[src/rtl/lreg_pkg.sv]
package lreg_pkg;
  localparam int NUM_CFG     = 6;
  localparam int LA_RSVD     = 6;
  localparam int LA_DURATION = 7;
  localparam int LA_CHLVL    = 8;
  localparam int LA_FLAGS    = 9;
  localparam int LA_CAPCTL   = 10;
  localparam int LA_TESTID   = 100;
  localparam logic [63:0] TEST_ID_VAL = 64'h1234_5678_8765_4321;

  localparam int CC_ARM      = 0;
  localparam int NUM_PULSE   = 4;

  // pulse index -> capture-control bit
  function automatic int pulse_bit(input int k);
    case (k)
      0:       return 2;
      1:       return 4;
      2:       return 5;
      default: return 6;
    endcase
  endfunction

  typedef enum logic [1:0] {
    WIN_STROBE = 2'd0,
    WIN_ADDR   = 2'd1,
    WIN_LOW    = 2'd2,
    WIN_HIGH   = 2'd3
  } win_sel_e;
endpackage

[src/rtl/lreg_window.sv]
module lreg_window
  import lreg_pkg::*;
#(
  parameter int SADDR_W = 16,
  parameter int DW      = 32,
  parameter logic [SADDR_W-1:0] WIN_BASE = 16'h10B0
) (
  input  logic               clk_i,
  input  logic               rst_ni,
  input  logic               req_valid_i,
  input  logic               req_write_i,
  input  logic [SADDR_W-1:0] req_addr_i,
  input  logic [DW-1:0]      req_wdata_i,
  output logic               rsp_valid_o,
  output logic [DW-1:0]      rsp_rdata_o,
  input  logic [2*DW-1:0]    bank_rdata_i,
  output logic [DW-1:0]      laddr_o,
  output logic [2*DW-1:0]    lwdata_o,
  output logic               lwr_o
);
  localparam int LW = 2 * DW;

  logic          hit;
  win_sel_e      sel;
  logic          wr, rd;
  logic [DW-1:0] addr_q, low_q, high_q;
  logic [LW-1:0] latch_q;
  logic [DW-1:0] rdata_q;
  logic          rvalid_q;

  assign hit = (req_addr_i[SADDR_W-1:4] == WIN_BASE[SADDR_W-1:4]) && (req_addr_i[1:0] == 2'b00);
  assign sel = win_sel_e'(req_addr_i[3:2]);
  assign wr  = req_valid_i && req_write_i && hit;
  assign rd  = req_valid_i && !req_write_i;

  always_ff @(posedge clk_i or negedge rst_ni) begin
    if (!rst_ni) begin
      addr_q <= '0;
      low_q  <= '0;
      high_q <= '0;
    end else if (wr) begin
      case (sel)
        WIN_ADDR: addr_q <= req_wdata_i;
        WIN_LOW:  low_q  <= req_wdata_i;
        WIN_HIGH: high_q <= req_wdata_i;
        default:  ;
      endcase
    end
  end

  always_ff @(posedge clk_i or negedge rst_ni) begin
    if (!rst_ni)                              latch_q <= '0;
    else if (rd && hit && sel == WIN_STROBE)  latch_q <= bank_rdata_i;
  end

  always_ff @(posedge clk_i or negedge rst_ni) begin
    if (!rst_ni) begin
      rdata_q  <= '0;
      rvalid_q <= 1'b0;
    end else begin
      rvalid_q <= rd;
      if (rd) begin
        if (!hit) rdata_q <= '0;
        else begin
          case (sel)
            WIN_ADDR: rdata_q <= addr_q;
            WIN_LOW:  rdata_q <= latch_q[DW-1:0];
            WIN_HIGH: rdata_q <= latch_q[LW-1:DW];
            default:  rdata_q <= '0;
          endcase
        end
      end
    end
  end

  assign rsp_valid_o = rvalid_q;
  assign rsp_rdata_o = rdata_q;
  assign laddr_o     = addr_q;
  assign lwdata_o    = {high_q, low_q};
  assign lwr_o       = wr && (sel == WIN_STROBE);


  rsp_follows_read_chk: assert property (@(posedge clk_i) disable iff (!rst_ni)
    rsp_valid_o |-> $past(req_valid_i && !req_write_i));


  test_id_latch_chk: assert property (@(posedge clk_i) disable iff (!rst_ni)
    (rd && hit && sel == WIN_STROBE && addr_q == DW'(LA_TESTID)) |=> latch_q == TEST_ID_VAL);


  strobe_read_zero_chk: assert property (@(posedge clk_i) disable iff (!rst_ni)
    (rd && hit && sel == WIN_STROBE) |=> rsp_rdata_o == '0);
endmodule

[src/rtl/lreg_bank.sv]
module lreg_bank
  import lreg_pkg::*;
#(
  parameter int DW = 32
) (
  input  logic            clk_i,
  input  logic            rst_ni,
  input  logic [DW-1:0]   addr_i,
  input  logic [2*DW-1:0] wdata_i,
  input  logic            wr_i,
  input  logic [2*DW-1:0] dur_i,
  input  logic [2*DW-1:0] chan_lvl_i,
  input  logic [2*DW-1:0] cap_flags_i,
  output logic [2*DW-1:0] rdata_o,
  output logic [2*DW-1:0] cfg_o [NUM_CFG],
  output logic            arm_o,
  output logic [NUM_PULSE-1:0] pulse_o
);
  localparam int LW = 2 * DW;
  localparam logic [DW-1:0] A_DUR  = DW'(LA_DURATION);
  localparam logic [DW-1:0] A_LVL  = DW'(LA_CHLVL);
  localparam logic [DW-1:0] A_FLG  = DW'(LA_FLAGS);
  localparam logic [DW-1:0] A_CAP  = DW'(LA_CAPCTL);
  localparam logic [DW-1:0] A_TID  = DW'(LA_TESTID);

  logic [LW-1:0] cfg_q [NUM_CFG];
  logic          arm_q;
  logic [NUM_PULSE-1:0] pulse_q;
  logic          cap_wr;

  assign cap_wr = wr_i && (addr_i == A_CAP);

  for (genvar i = 0; i < NUM_CFG; i++) begin : g_cfg
    always_ff @(posedge clk_i or negedge rst_ni) begin
      if (!rst_ni)                              cfg_q[i] <= '0;
      else if (wr_i && addr_i == DW'(i))        cfg_q[i] <= wdata_i;
    end
    assign cfg_o[i] = cfg_q[i];


    cfg_hold_chk: assert property (@(posedge clk_i) disable iff (!rst_ni)
      !wr_i |=> $stable(cfg_q[i]));
  end

  always_ff @(posedge clk_i or negedge rst_ni) begin
    if (!rst_ni)     arm_q <= 1'b0;
    else if (cap_wr) arm_q <= wdata_i[CC_ARM];
  end

  for (genvar k = 0; k < NUM_PULSE; k++) begin : g_pulse
    always_ff @(posedge clk_i or negedge rst_ni) begin
      if (!rst_ni) pulse_q[k] <= 1'b0;
      else         pulse_q[k] <= cap_wr && wdata_i[pulse_bit(k)];
    end


    pulse_cause_chk: assert property (@(posedge clk_i) disable iff (!rst_ni)
      pulse_q[k] |-> $past(wr_i && addr_i == A_CAP));
  end

  always_comb begin
    rdata_o = '0;
    if (addr_i < DW'(NUM_CFG)) rdata_o = cfg_q[addr_i[$clog2(NUM_CFG)-1:0]];
    else if (addr_i == A_DUR)  rdata_o = dur_i;
    else if (addr_i == A_LVL)  rdata_o = chan_lvl_i;
    else if (addr_i == A_FLG)  rdata_o = cap_flags_i;
    else if (addr_i == A_CAP)  rdata_o = LW'(arm_q);
    else if (addr_i == A_TID)  rdata_o = TEST_ID_VAL;
  end

  assign arm_o   = arm_q;
  assign pulse_o = pulse_q;


  arm_hold_chk: assert property (@(posedge clk_i) disable iff (!rst_ni)
    !cap_wr |=> $stable(arm_q));
endmodule

[src/rtl/lreg_bridge.sv]
module lreg_bridge
  import lreg_pkg::*;
#(
  parameter int SADDR_W = 16,
  parameter int DW      = 32,
  parameter logic [SADDR_W-1:0] WIN_BASE = 16'h10B0
) (
  input  logic               clk_i,
  input  logic               rst_ni,
  input  logic               req_valid_i,
  input  logic               req_write_i,
  input  logic [SADDR_W-1:0] req_addr_i,
  input  logic [DW-1:0]      req_wdata_i,
  output logic               rsp_valid_o,
  output logic [DW-1:0]      rsp_rdata_o,
  input  logic [2*DW-1:0]    dur_i,
  input  logic [2*DW-1:0]    chan_lvl_i,
  input  logic [2*DW-1:0]    cap_flags_i,
  output logic [2*DW-1:0]    chan_mask_o,
  output logic [2*DW-1:0]    div_count_o,
  output logic [2*DW-1:0]    trg_level_o,
  output logic [2*DW-1:0]    trg_kind_o,
  output logic [2*DW-1:0]    trg_enable_o,
  output logic [2*DW-1:0]    fill_limit_o,
  output logic               arm_o,
  output logic               clr_timebase_o,
  output logic               flush_fifo_o,
  output logic               clr_full_o,
  output logic               clr_count_o
);
  logic [DW-1:0]   laddr;
  logic [2*DW-1:0] lwdata, bank_rdata;
  logic            lwr;
  logic [2*DW-1:0] cfg [NUM_CFG];
  logic [NUM_PULSE-1:0] pulse;

  lreg_window #(.SADDR_W(SADDR_W), .DW(DW), .WIN_BASE(WIN_BASE)) u_win (
    .clk_i, .rst_ni, .req_valid_i, .req_write_i, .req_addr_i, .req_wdata_i,
    .rsp_valid_o, .rsp_rdata_o,
    .bank_rdata_i(bank_rdata), .laddr_o(laddr), .lwdata_o(lwdata), .lwr_o(lwr)
  );

  lreg_bank #(.DW(DW)) u_bank (
    .clk_i, .rst_ni, .addr_i(laddr), .wdata_i(lwdata), .wr_i(lwr),
    .dur_i, .chan_lvl_i, .cap_flags_i,
    .rdata_o(bank_rdata), .cfg_o(cfg), .arm_o, .pulse_o(pulse)
  );

  assign chan_mask_o    = cfg[0];
  assign div_count_o    = cfg[1];
  assign trg_level_o    = cfg[2];
  assign trg_kind_o     = cfg[3];
  assign trg_enable_o   = cfg[4];
  assign fill_limit_o   = cfg[5];
  assign clr_timebase_o = pulse[0];
  assign flush_fifo_o   = pulse[1];
  assign clr_full_o     = pulse[2];
  assign clr_count_o    = pulse[3];
endmodule

[config.mk]
export PLATFORM = sky130hd
export DESIGN_NAME = lreg_bridge
export DESIGN_NICKNAME = d
export VERILOG_FILES = /design/src/rtl/lreg_pkg.sv /design/src/rtl/lreg_window.sv /design/src/rtl/lreg_bank.sv /design/src/rtl/lreg_bridge.sv
export SDC_FILE = /design/constraint.sdc
export NUM_CORES = 1
export LEC_CHECK = 0
export ABC_AREA = 1
export BUFFER_PORTS_ARGS = -buffer_cell sky130_fd_sc_hd__buf_2
export CAP_MARGIN = 20
export CORE_AREA = 4 4 256 258
export DETAILED_ROUTE_END_ITERATION = 7
export DIE_AREA = 0 0 260 262
export PLACE_DENSITY = 0.68
export SLEW_MARGIN = 5
export SYNTH_ARGS = -nofsm -noshare
export SYNTH_HDL_FRONTEND = slang
export SYNTH_HIERARCHICAL = 1
export SYNTH_SLANG_ARGS = --single-unit
export TNS_END_PERCENT = 30
[constraint.sdc]
create_clock -name clk_i -period 4.7 [get_ports clk_i]
set_clock_uncertainty 0.1 [all_clocks]
set_input_delay 0.235 -clock clk_i [delete_from_list [all_inputs] [get_ports clk_i]]
set_output_delay 0.235 -clock clk_i [all_outputs]
set_load 0.01 [all_outputs]
Yosys cells after proc, flatten, opt, wreduce, memory -nomap -nowiden. Cells that the tools add are included.

Order comparisons: 2. Equal/unequal tests: 14. Multiplexer cells: 11. Bitwise logic cells: 1. Reduce and logical (&&, ||, !) cells: 25.

Operator list (count): 64-bit two-way mux (7); 64-bit binary-select mux with 3-bit select (1); 32-bit by 3-bit == test with 1-bit output, second input constant (3); 32-bit by 4-bit == test with 1-bit output, second input constant (3); 32-bit case mux with 3 select lines (1); 32-bit by 2-bit == test with 1-bit output, second input constant (2); 61-bit two-way mux (1); 32-bit by 1-bit == test with 1-bit output, second input constant (1); 32-bit by 7-bit == test with 1-bit output, second input constant (1); 32-bit logical NOT (1); 32-bit by 3-bit less-than comparator with 1-bit output, second input constant (1); 32-bit two-way mux (1); 1-bit logical AND (18); 12-bit by 9-bit == test with 1-bit output, second input constant (1); 2-bit AND reduction (3); 2-bit == test, second input constant (2); 4-bit >= comparator, second input constant (1); 2-bit logical NOT (2); 3-bit NOT with 4-bit output (1); 2-bit by 1-bit == test with 1-bit output, second input constant (1); 1-bit logical NOT (1).

Register bits: 582. Input bits: 244. Output and inout bits: 422. Logic and storage cells: 70.

Longest topological paths before layout.
Depth after elaboration: 7. Gate-level depth with buffers: 14. Depth with buffers taken out: 13.

Cells and area by module. The synthesis kept the hierarchy.

Modules (own cells, without submodules): lreg_bank (times used 1, cells each 2431, area each 19138.4 µm², seq. area each 9734.3 µm²); lreg_window (times used 1, cells each 1026, area each 8649.5 µm², seq. area each 4829.6 µm²).

Worst setup path after synthesis. No wires, ideal clock.

Path type: reg-to-reg. Start point: register u_win.addr_q[21], in the netlist u_win/laddr_o[21]. End point: register u_win.latch_q[22]. Arrival time: 1.688 ns. Data required time: 4.483 ns. Slack: 2.795 ns. Cell stages (with the launch flop): 15. Period minus slack after synthesis: 1.905 ns. Path through: dfrtp_1 -> nor2_1 -> nand2_1 -> nor2_4 -> nand2_2 -> nor2_8 -> nand2_2 -> buf_6 -> buf_6 -> nor2_1 -> nor2_1 -> nand2_1 -> nand2_1 -> nand4_1 -> nand2_1.

Longest elaborated chain between the ends: 7.

Ends and longest elaborated chain: start, declared (line lreg_window.sv:26) `logic [DW-1:0] addr_q, low_q, high_q;`; start signal, assigned (line lreg_window.sv:43) `WIN_ADDR: addr_q <= req_wdata_i;`; 32-bit by 7-bit == test with 1-bit output (line lreg_bank.sv:68) `else if (addr_i == A_TID) rdata_o = TEST_ID_VAL;`; 61-bit two-way mux (line lreg_bank.sv:68); 64-bit two-way mux (line lreg_bank.sv:67) `else if (addr_i == A_CAP) rdata_o = LW'(arm_q);`; 64-bit two-way mux (line lreg_bank.sv:66) `else if (addr_i == A_FLG) rdata_o = cap_flags_i;`; 64-bit two-way mux (line lreg_bank.sv:65) `else if (addr_i == A_LVL) rdata_o = chan_lvl_i;`; 64-bit two-way mux (line lreg_bank.sv:64) `else if (addr_i == A_DUR) rdata_o = dur_i;`; 64-bit two-way mux (*) (line lreg_bank.sv:63) `if (addr_i < DW'(NUM_CFG)) rdata_o = cfg_q[addr_i[$clog2(NUM_CFG)-1:0]];`; named net bank_rdata[22] (line lreg_bridge.sv:32) `logic [2*DW-1:0] lwdata, bank_rdata;`; end signal, assigned (line lreg_window.sv:53) `else if (rd && hit && sel == WIN_STROBE) latch_q <= bank_rdata_i;`; end, declared (line lreg_window.sv:27) `logic [LW-1:0] latch_q;`.

Mark *: on every way through the listed nets, which the timed path passes. The rest lies on a longest branch. A chain may end at the register's enable or synchronous reset.

Worst setup path after layout.
Start point: register u_win.addr_q[1], in the netlist u_win/laddr_o[1]. End point: register u_win.latch_q[61].

Longest elaborated chain between the ends: 5.

Ends and longest elaborated chain (line): branches (longest 4 deep; another with 32-bit by 3-bit less-than comparator with 1-bit output); 64-bit two-way mux (*) (lreg_bank.sv:63); named net bank_rdata[61] (lreg_bridge.sv:32).

Mark *: on every way through the listed nets, which the timed path passes. The select of a mux whose other input is x is not followed.

==> results.cfg <==
[routing]
dr_total_vias = 28700
ant_nets = 0
dr.pass1.iters = 6
drt_iter0_drc = 3547
finalWirelength_um = 127000
drt-vias-per-instance = 5.84
wl_per_cell_um = 25.8
drc = 0

[power]
p_leak_nw = 17.9
power_mw = 10.6
vdd_drop_max_mv = 0.282
power.density_nw_per_um2 = 311

[cts]
numCtsBuffers = 66
cts_tree = built
htreeDepth = 3
clk_path_buf_depth = 3
cts_sinks = 582
clk_pin_slew_ns = 0.06
clock-root-buffer = clkbuf_16
insertion_delay_ns = 0.60

[layout]
stdcell_count = 4922
areaGrowthSynthToFinish_pct = 22.8
layout.nets = 4265
stdcell_area_um2 = 34100
drive_above_1_share = 0.215
post-route-util = 0.542

[floorplanning]
ios = 666
num_rows = 92
die_w_um = 260
core_um2 = 63000
initial_core_util = 0.441
dieArea_um2 = 68100
die_y_um = 262

[status]
status = completed

[global_route]
grt.overflow.total = 0
antenna_found_initial = 13
grtUsageTotal = 0.360
grt_max_degree = 193
grt_pass1_wl_um = 183000
grt_pass1_vias = 27000

[synth]
yosys.area.top_type = dfrtp_1
synth_flop_cell = dfrtp_1
ys_seq_area_frac = 0.524
ys_ff_latch = 582
yosys-top-cells-count = nand2_1, dfrtp_1, o21ai_0
synth_cell_types = 31
synth_most_common_cell = nand2_1
synth_top_area_frac = 0.524
yosysWarnings = 6
syn_nets = 3701
synthArstFlopShare = 1.00
synthTopCellsByArea = dfrtp_1, nand2_1, o21ai_0
synthCells = 3457
syn_area_um2 = 27800
syn_avg_cell_area_um2 = 8.04
synth-edff-count = 0

[setup_path]
r2r_slack_ns = 0.89
cp.required_ns = 5.14
worstPathCellList = inv_1, nand2_1, inv_4, nand3_1, nor2_4, buf_4, nand3_1, nand3_1, nand2_1, dlygate4sd3_1, nand2_1, nand4_1, nand2_1
cp_slowest_stage_delay_ns = 0.74
crit_path_end_kind = flop
cp_slowest_cell = nor2_4
worstPathMaxFanout = 46
cpMostUsedCell = nand2_1
crit_arrival_ns = 4.25
start_kind = flop
crit_type = flop to flop

[timing]
holdWs_ns = 0.0221
tns_ns = 0
finalHoldViolations = 0
slew-limit-headroom = 0.212
rsz0062_at_grt = false
fmax_mhz = 262
tightest_slew_ns = 1.18
fin_crit_sh = 0.811
slew_viol_final = 0
setup_ws_ns = 0.887
setup_viol = 0
period_minus_slack_ns = 3.81

[flow_run]
cap_violations = 0

[place]
dp_cells = 4751
dp_hpwl_um = 89500
place.gp.congestion = 0.948
placed_cell_area_um2 = 31500
numPortBuffers = 665
preCtsSetupSlack_ns = 1.39

[min_path]
hp-class = input port to flop
per-layer routing:
layer | global-route usage | wire length [µm]
met1 | 0.484 | 50300
met4 | 0.189 | 7500
met2 | 0.556 | 57200
met5 | 0 | 0
met3 | 0.0730 | 12100
state kept, by name (all words and copies together) (netlist names):
name and flops:
u_win/latch_q 64, u_win/rsp_rdata_o 32, u_bank/pulse_o 4, u_bank/cfg_o 384
u_bank/arm_o 1, u_win/low_q 32, u_win/rsp_valid_o 1, u_win/laddr_o 32
u_win/high_q 32
path summary, 6_finish.rpt:
| path | startpoint | to | depth (start not counted) |
|---|---|---|---|
| worst min register to register | u_win/high_q[6]$_DFFE_PN0P_ | u_win/high_q[6]$_DFFE_PN0P_ | 2 |
| worst max-delay path | u_win/laddr_o[1]$_DFFE_PN0P_ | u_win/latch_q[61]$_DFFE_PN0P_ | 13 |
| max in group asynchronous | rst_ni | u_win/laddr_o[18]$_DFFE_PN0P_ | 3 |
| worst min-delay path | cap_flags_i[54] | u_win/latch_q[54]$_DFFE_PN0P_ | 7 |
| min in group asynchronous | rst_ni | u_bank/cfg_o[225]$_DFFE_PN0P_ | 2 |
| worst max register to register | u_win/laddr_o[1]$_DFFE_PN0P_ | u_win/latch_q[61]$_DFFE_PN0P_ | 13 |
cell usage in the layout, fill, tap and decap left out, types with 9 or more instances in the layout:
master         count
nor2_4            11
buf_4             50
buf_2            664
a22oi_1          148
diode_2            9
nand3_1          153
o21ai_0          409
a22o_1            12
clkbuf_16         68
nand4_1          173
dlygate4sd3_1     47
clkbuf_8          14
dfrtp_1          581
a31oi_1           10
clkbuf_1          15
nor2_1           218
inv_2             13
nand2_1         1192
a21oi_1           53
clkinv_2          10
inv_1             88
o21ai_1           84
area by class of cell:
cell class / count / area, µm²
Timing Repair Buffer: 771 / 4350
Clock buffer: 97 / 1950
Fill cell: 6090 / 28800
Sequential cell: 582 / 14600
Multi-Input combinational cell: 2496 / 11600
Clock inverter: 17 / 204
Inverter: 104 / 395
Antenna cell: 9 / 22.5
Tap cell: 846 / 1060
critical path, delay by kind of cell, from the launching register on:
kind          cells  cell delay, ns
simple gates      9            1.67
buf+inv           4            1.50
flops             1            0.48
power breakdown:
part	internal (mW)	switching (mW)	total [mW]
Combinational	0.118	0.283	0.401
Clock	3.05	2.16	5.21
Sequential	5.01	0.000248	5.01
Total	8.18	2.44	10.6
cell families after synthesis:
| logic type | Yosys count | synth area share |
|---|---|---|
| AND/OR/NAND/NOR | 1779 | 0.268 |
| AO/OA/AOI/OAI | 717 | 0.145 |
| flip-flops | 582 | 0.524 |
| buffers and inverters | 379 | 0.0630 |
what timing repair did:
item | 4_1_cts | 5_1_grt
endpoints found under the hold margin | 209 | 0
hold buffers | 47 | 0
buffers inserted | 0 | 0
gates resized for setup | 0 | 0
(Power assumes the default switching activity.)
